==> src/rtl/fcb_pkg.sv <==
package fcb_pkg;
    localparam int OFFS_W = 3;

    // Word offsets within the bank; software depends on these positions.
    localparam logic [OFFS_W-1:0] OFFS_CAP     = 3'd0;
    localparam logic [OFFS_W-1:0] OFFS_CAP_AND = 3'd1;
    localparam logic [OFFS_W-1:0] OFFS_MSK     = 3'd3;
    localparam logic [OFFS_W-1:0] OFFS_MSK_OR  = 3'd5;
    localparam logic [OFFS_W-1:0] OFFS_ACT0    = 3'd6;
    localparam logic [OFFS_W-1:0] OFFS_ACT1    = 3'd7;

    // Attention class index equals the {action0, action1} code.
    typedef enum logic [1:0] {
        CLS_CHECKSTOP   = 2'b00,
        CLS_RECOVERABLE = 2'b01,
        CLS_HOST        = 2'b10,
        CLS_UNIT_CS     = 2'b11
    } attn_class_e;

    localparam int NUM_CLASSES = 4;
endpackage

==> src/rtl/fcb_regs.sv <==
module fcb_regs
    import fcb_pkg::*;
#(
    parameter int W = 64
) (
    input  logic              clk,
    input  logic              rst_n,
    input  logic [W-1:0]      err_in,
    input  logic              bus_we,
    input  logic [OFFS_W-1:0] bus_addr,
    input  logic [W-1:0]      bus_wdata,
    output logic [W-1:0]      cap_q,
    output logic [W-1:0]      msk_q,
    output logic [W-1:0]      act0_q,
    output logic [W-1:0]      act1_q
);
    typedef struct packed {
        logic [W-1:0] cap;
        logic [W-1:0] msk;
        logic [W-1:0] act0;
        logic [W-1:0] act1;
    } regs_t;

    regs_t st_d, st_q;

    always_comb begin
        st_d = st_q;
        if (bus_we) begin
            unique case (bus_addr)
                OFFS_CAP:     st_d.cap  = bus_wdata;
                OFFS_CAP_AND: st_d.cap  = st_q.cap & bus_wdata;
                OFFS_MSK:     st_d.msk  = bus_wdata;
                OFFS_MSK_OR:  st_d.msk  = st_q.msk | bus_wdata;
                OFFS_ACT0:    st_d.act0 = bus_wdata;
                OFFS_ACT1:    st_d.act1 = bus_wdata;
                default:      st_d = st_q;
            endcase
        end
        // An arriving error always wins over a clear in the same cycle.
        st_d.cap = st_d.cap | err_in;
    end

    always_ff @(posedge clk) begin
        if (!rst_n) begin
            st_q.cap  <= '0;
            st_q.msk  <= '1;
            st_q.act0 <= '0;
            st_q.act1 <= '0;
        end else begin
            st_q <= st_d;
        end
    end

    assign cap_q  = st_q.cap;
    assign msk_q  = st_q.msk;
    assign act0_q = st_q.act0;
    assign act1_q = st_q.act1;
endmodule

==> src/rtl/fcb_route.sv <==
module fcb_route
    import fcb_pkg::*;
#(
    parameter int W = 64
) (
    input  logic                   clk,
    input  logic                   rst_n,
    input  logic [W-1:0]           cap,
    input  logic [W-1:0]           msk,
    input  logic [W-1:0]           act0,
    input  logic [W-1:0]           act1,
    output logic [NUM_CLASSES-1:0] attn_q
);
    logic [W-1:0]           live;
    logic [NUM_CLASSES-1:0] hit;

    assign live = cap & ~msk;

    for (genvar c = 0; c < NUM_CLASSES; c++) begin : g_cls
        localparam logic [1:0] CODE = 2'(c);
        logic [W-1:0] sel0, sel1;
        assign sel0   = CODE[1] ? act0 : ~act0;
        assign sel1   = CODE[0] ? act1 : ~act1;
        assign hit[c] = |(live & sel0 & sel1);
    end

    typedef struct packed {
        logic [NUM_CLASSES-1:0] attn;
    } route_t;

    route_t rt_d, rt_q;

    always_comb begin
        rt_d      = rt_q;
        rt_d.attn = hit;
    end

    always_ff @(posedge clk) begin
        if (!rst_n) rt_q <= '0;
        else        rt_q <= rt_d;
    end

    assign attn_q = rt_q.attn;
endmodule

==> src/rtl/fcb_rdmux.sv <==
module fcb_rdmux
    import fcb_pkg::*;
#(
    parameter int W = 64
) (
    input  logic [OFFS_W-1:0] addr,
    input  logic [W-1:0]      cap,
    input  logic [W-1:0]      msk,
    input  logic [W-1:0]      act0,
    input  logic [W-1:0]      act1,
    output logic [W-1:0]      rdata
);
    always_comb begin
        unique case (addr)
            OFFS_CAP, OFFS_CAP_AND: rdata = cap;
            OFFS_MSK, OFFS_MSK_OR:  rdata = msk;
            OFFS_ACT0:              rdata = act0;
            OFFS_ACT1:              rdata = act1;
            default:                rdata = '0;
        endcase
    end
endmodule

==> src/rtl/fault_capture_bank.sv <==
module fault_capture_bank
    import fcb_pkg::*;
#(
    parameter int W = 64
) (
    input  logic              clk,
    input  logic              rst_n,
    input  logic [W-1:0]      err_in,
    input  logic              bus_we,
    input  logic [OFFS_W-1:0] bus_addr,
    input  logic [W-1:0]      bus_wdata,
    output logic [W-1:0]      bus_rdata,
    output logic              attn_checkstop,
    output logic              attn_recoverable,
    output logic              attn_host,
    output logic              attn_unit_cs
);
    logic [W-1:0]           cap_vec, msk_vec, act0_vec, act1_vec;
    logic [NUM_CLASSES-1:0] attn_vec;

    fcb_regs #(.W(W)) u_regs (
        .clk      (clk),
        .rst_n    (rst_n),
        .err_in   (err_in),
        .bus_we   (bus_we),
        .bus_addr (bus_addr),
        .bus_wdata(bus_wdata),
        .cap_q    (cap_vec),
        .msk_q    (msk_vec),
        .act0_q   (act0_vec),
        .act1_q   (act1_vec)
    );

    fcb_route #(.W(W)) u_route (
        .clk   (clk),
        .rst_n (rst_n),
        .cap   (cap_vec),
        .msk   (msk_vec),
        .act0  (act0_vec),
        .act1  (act1_vec),
        .attn_q(attn_vec)
    );

    fcb_rdmux #(.W(W)) u_rdmux (
        .addr (bus_addr),
        .cap  (cap_vec),
        .msk  (msk_vec),
        .act0 (act0_vec),
        .act1 (act1_vec),
        .rdata(bus_rdata)
    );

    assign attn_checkstop   = attn_vec[CLS_CHECKSTOP];
    assign attn_recoverable = attn_vec[CLS_RECOVERABLE];
    assign attn_host        = attn_vec[CLS_HOST];
    assign attn_unit_cs     = attn_vec[CLS_UNIT_CS];
endmodule

==> config.mk <==
export PLATFORM = sky130hd
export DESIGN_NAME = fault_capture_bank
export DESIGN_NICKNAME = d
export VERILOG_FILES = /design/src/rtl/fcb_pkg.sv /design/src/rtl/fcb_regs.sv /design/src/rtl/fcb_route.sv /design/src/rtl/fcb_rdmux.sv /design/src/rtl/fault_capture_bank.sv
export SDC_FILE = /design/constraint.sdc
export NUM_CORES = 1
export LEC_CHECK = 0
export BUFFER_PORTS_ARGS = -buffer_cell sky130_fd_sc_hd__buf_2
export CORE_MARGIN = 2
export CORE_UTILIZATION = 53
export DETAILED_ROUTE_END_ITERATION = 12
export GPL_TIMING_DRIVEN = 0
export PLACE_DENSITY = 0.85
export SLEW_MARGIN = 15
export SYNTH_ARGS = -nofsm -noshare
export SYNTH_HDL_FRONTEND = slang
export SYNTH_HIERARCHICAL = 1
export SYNTH_SLANG_ARGS = --single-unit
==> constraint.sdc <==
create_clock -name clk -period 3.9 [get_ports clk]
set_input_delay 0.195 -clock clk [delete_from_list [all_inputs] [get_ports clk]]
set_output_delay 0.195 -clock clk [all_outputs]
set_load 0.02 [all_outputs]
# After elaboration in Yosys (flattened, before gate mapping)
# Index checks and enable logic that the tools add are counted.
[totals] regBits=260 latch_bits=0 ramBits=0 mem_bits_ro=0 inputBits=134 output_inout_bits=68 word_cells=40 n_memories=0
[classes] add_sub_neg=0 multipliers=0 div_mod_pow=0 magnitude_cmp=0 n_eq_ne=5 n_shift=0 n_mux=6 bitwise=13 n_reduce_logical=11
[ops] operator="AND 64 bit" count=8
[ops] operator="2-to-1 mux 256 bit" count=1
[ops] operator="one-hot mux 64 bit (2 select lines)" count=2
[ops] operator="one-hot mux 64 bit (4 select lines)" count=1
[ops] operator="OR reduction 64 bit" count=4
[ops] operator="NOT 64 bit" count=3
[ops] operator="2-to-1 mux 64 bit" count=2
[ops] operator="OR 64 bit" count=2
[ops] operator="== test 3 bit, second input constant" count=3
[ops] operator="AND reduction 2 bit" count=3
[ops] operator="OR reduction 2 bit" count=2
[ops] operator="== test 3 x 1 -> 1 bit, second input constant" count=1
[ops] operator="== test 3 x 2 -> 1 bit, second input constant" count=1
[ops] operator="logical NOT 3 bit" count=1
[ops] operator="nonzero test 2 bit" count=1

# Logic depth before layout (Yosys ltp)
[depth] ltp_word=5 mapped_depth=6 depth_no_buf=5

# By module
# Netlist, hierarchy kept.
[modules_own_cells] mod="fcb_regs" instances=1 cells_each=1053 area_each_um2=9510.4 seq_area_each_um2=5124.9
[modules_own_cells] mod="fcb_route" instances=1 cells_each=359 area_each_um2=3051.7 seq_area_each_um2=80.1
[modules_own_cells] mod="fcb_rdmux" instances=1 cells_each=504 area_each_um2=2997.9 seq_area_each_um2=0.0

# Worst setup path before layout
# No wires, ideal clock.
[synth_timing] path_type="register to register" startpoint="reg, netlist name u_regs/act0_q[61]" endpoint="reg u_route.rt_q (netlist bit u_route/attn_q[1])" setup_ns=0.120 arrival_ns=1.727 t_required_ns=3.780 setup_slack_ns=2.053 path_stages_with_launch=6 path_buffers=0 period_less_slack_ns=1.847 cell_sequence="dfxtp_1 and4bb_1 or4_1 nor4_1 nand4_1 o31a_1"
[synth_between] elab_chain_cells=4
[synth_rtl] element="NOT 64 bit" line="fcb_route.sv:22" rtl="assign sel0 = CODE[1] ? act0 : ~act0;"
[synth_rtl] element="AND 64 bit (2 in a row)" line="fcb_route.sv:24" rtl="assign hit[c] = |(live & sel0 & sel1);"
[synth_rtl] element="OR reduction 64 bit" line="fcb_route.sv:24"
[synth_rtl] element="end signal: assignment" line="fcb_route.sv:40" rtl="else rt_q <= rt_d;"
[synth_rtl] element="end: declaration" line="fcb_route.sv:31" rtl="route_t rt_d, rt_q;"
# Every way passes these cells.
# A chain may end at the register's enable or synchronous reset.

# Worst setup path after layout
[layout_timing] startpoint="in bus_addr[2]" endpoint="out bus_rdata[2]"
[layout_between] elab_chain_cells=3 elab_cells_between_ends=9 classes_between="eq/ne: 5; mux: 1; reduce/logical: 3"
[layout_rtl] element="start: declaration" line="fault_capture_bank.sv:10" rtl="input logic [OFFS_W-1:0] bus_addr,"
[layout_rtl] element="== test 3 x 2 -> 1 bit, or another cell as far along" line="fcb_rdmux.sv:14" rtl="unique case (addr)"
[layout_rtl] element="OR reduction 2 bit" line="fcb_rdmux.sv:14"
[layout_rtl] element="one-hot mux 64 bit (4 select lines) (*)" line="fcb_rdmux.sv:14"
[layout_rtl] element="end: declaration" line="fault_capture_bank.sv:12" rtl="output logic [W-1:0] bus_rdata,"
# Every way passes the cells marked *; elsewhere a longest branch is shown, timed or not.

==> impl_metrics.ini <==
[run_status]
status = complete, no violations

[floorplanning]
die_h_um = 175.3
dieArea_um2 = 30740
core_area_um2 = 28780
rows = 62
initial_core_util_pct = 54.06
die_w_um = 175.3
boundaryPins = 202

[sta]
hold_violations = 0
period_minus_slack_ps = 2572
fin_crit_sh_pct = 65.95
worst_clock_skew_ps = 9.390
fin_hold_ws_ps = 26.84
fmax_mhz = 388.8
setup_viol = 0
max_slew.worst_pin.slew_ps = 1293
maxSlewViolCount = 0
rsz0062_at_grt = false
timing.setup.tns_ps = 0
relSlewSlack_pct = 12.65

[critical_path]
worstPathRequired_ps = 3700
rrSetupSlack_ps = 1480
crit_fanout = 10
end_kind = output pin
crit_arrival_ps = 2380
cp-start-kind = primary input
path_class = in2out
path_cells = buf_2 -> clkbuf_1 -> clkbuf_1 -> o21ai_0 -> o22a_1 -> buf_2
ff2ff_path_depth = 5
r2r_start = u_regs/act0_q[50]
reg2reg_to = u_route/attn_q[1]
cpMaxStageDelayCell = clkbuf_1
critPathMaxStageDelay_ps = 860

[global_routing]
use_met2_pct = 70.23
grt_util_all_layers_pct = 44.57
grt_max_degree = 14
use_met1_pct = 55.23
grt_pass1_wl_um = 104200
met3_usage_pct = 10.95
grt_pass1_vias = 17270
antenna_found_initial = 9
overflow = 0
grt_most_used_layer = met2

[synth]
ys_types = 45
ys_seq_area_share_pct = 33.45
async_reset_ff_share_pct = 0
synth_compound_area_share_pct = 22.20
synth_edf_count = 0
synth_xor_area_share_pct = 0.05629
synth-main-ff-cell = dfxtp_1
synthCells = 1916
ys.warnings.count = 6
avgSynthCellArea_um2 = 8.121
synth_top_family_by_area = simple AND/OR/NAND/NOR gates
syn-num-nets = 2050
synthSimpleGateAreaFrac_pct = 34.22
synth.cell_area_um2 = 15560
synth-seq-cells = 260
synthMuxAreaShare_pct = 4.117
synthAdderAreaFrac_pct = 0

[worst_hold_path]
hold_path_depth = 2
hold_class = in2reg
whs_endpoint = u_route/attn_q[0]
hp-start = rst_n

[route]
viasPerCell = 6.830
vias = 18300
ant_nets = 0
drc = 0
first_pass_iters = 9
wl_per_cell_um = 26.46
drt_iter0_drc = 2688
finalWirelength_um = 70890

[place]
finalWeightedCongestion = 1.029
numPortBuffers = 198
post_dp_cell_area_um2 = 17030
hpwl_um = 49820

[layout]
fin_util_pct = 67.12
nets = 2406
syn2layout_area_growth_pct = 24.16
fin_area_um2 = 19320
drive_gt1_share_pct = 13.05

[clock_network]
cts_buffer_depth = 3
numCtsBuffers = 28
cts_hold_buf = 128
tritoncts = done
clk_pin_slew_ps = 60
clk_latency_ps = 570
cts-root-buf = clkbuf_16
cts_max_level = 1
clock-sinks = 260
post-cts-setup-buffer-count = 0
cts_resized = 0

[run]
maxCapViolCount = 0

[pwr]
ir_worst_vdd_uv = 382.1
p_leak_nw = 7.755
power_density_nw_per_um2 = 363.1
-- sequential cells by signal, indices dropped and copies added (netlist names) --
| name | count |
|---|---|
| u_regs/msk_q | 64 |
| u_regs/act1_q | 64 |
| u_route/attn_q | 4 |
| u_regs/act0_q | 64 |
| u_regs/cap_q | 64 |
-- layer usage --
layer / routed length, um / vias to the layer above / share of wire (%)
li1: - / 7847 / -
met1: 25740 / 8609 / 36
met2: 30800 / 1468 / 43
met3: 8941 / 366 / 13
met4: 5354 / 8 / 7.6
met5: 55 / - / 0.078
-- worst max path at each step --
stage	startpoint	endpoint	slack, ps	cells after the start
finish	bus_addr[2]	bus_rdata[2]	1330	6
global route	bus_addr[2]	bus_rdata[48]	1460	6
CTS	bus_addr[2]	bus_rdata[2]	1590	6
detailed placement	bus_addr[2]	bus_rdata[2]	1590	6
global placement	bus_addr[2]	bus_rdata[47]	1650	6
floorplan	u_regs/act0_q[61]	u_route/attn_q[1]	2050	5
-- synth_stat cells (all sizes together) (2+ instances only) --
cell / number / area share (%)
and4: 2 / 0.12
o211ai: 64 / 3.1
nor2: 65 / 1.6
o21ai: 64 / 2.1
and4bb: 4 / 0.32
or4b: 3 / 0.19
nor4: 34 / 1.4
nand2: 385 / 9.3
nand4b: 64 / 3.6
nand3: 2 / 0.064
buf: 56 / 2.2
nor4bb: 99 / 6.4
inv: 70 / 1.7
or4: 13 / 0.63
o22ai: 9 / 0.36
dfxtp: 260 / 33
mux2i: 64 / 4.1
and4b: 2 / 0.13
nor4b: 53 / 3.0
a21boi: 128 / 6.2
nor3b: 6 / 0.29
or3: 64 / 2.6
clkbuf: 84 / 2.0
nand3b: 18 / 0.87
o311a: 64 / 4.1
nor2b: 68 / 2.7
o31a: 4 / 0.23
o22a: 64 / 3.6
nand4: 25 / 1.0
o41ai: 3 / 0.17
a21oi: 68 / 2.2
-- kinds of logic after synthesis --
kind of cell | count (synthesis)
flops | 260
xor+xnor | 1
buf+inv | 210
compound gates | 472
mux | 64
simple gates | 909
-- critical path: cells and delay by family --
kind                   cells  cell delay [ps]
AO/OA/AOI/OAI              2              460
buffers and inverters      4             1710
-- area by class of cell --
class,count,area [um2]
tap,384,480.5
buffer,140,663.1
multi-input combinational,1446,9435
clock buffer,38,809.5
fill,2220,9462
inverter,70,262.8
sequential,260,5205
antenna,4,10.01
timing repair buffer,326,2272
clock inverter,11,180.2
-- stage by stage --
| stage | instances | power [mW] | worst slack [ps] |
|---|---|---|---|
| 2_1_floorplan | 1916 | 3.552 | 2053 |
| 3_3_place_gp | 2498 | 3.938 | 1649 |
| 3_5_place_dp | 2498 | 3.974 | 1591 |
| 4_1_cts | 2675 | 6.931 | 1590 |
| 5_1_grt | 2676 | 7.165 | 1461 |
| 6_report | 2679 | 7.014 | 1328 |
-- cells in the final DEF (no fill, tap or decap), drive strengths merged, types with 65 or more instances in the layout --
cell type / count
buf: 254
a21boi: 128
nor2b: 68
nor4bb: 99
a21oi: 68
dfxtp: 260
clkbuf: 122
dlygate4sd3: 128
inv: 70
nand2: 385
nor2: 65
-- report_power, final --
part           total (mW)  switching [mW]  internal, mW
Clock                2.92            1.16          1.77
Combinational        1.15           0.657         0.492
Sequential           2.94           0.177          2.76
Total                7.01            1.99          5.02
(Power assumes the default switching activity.)
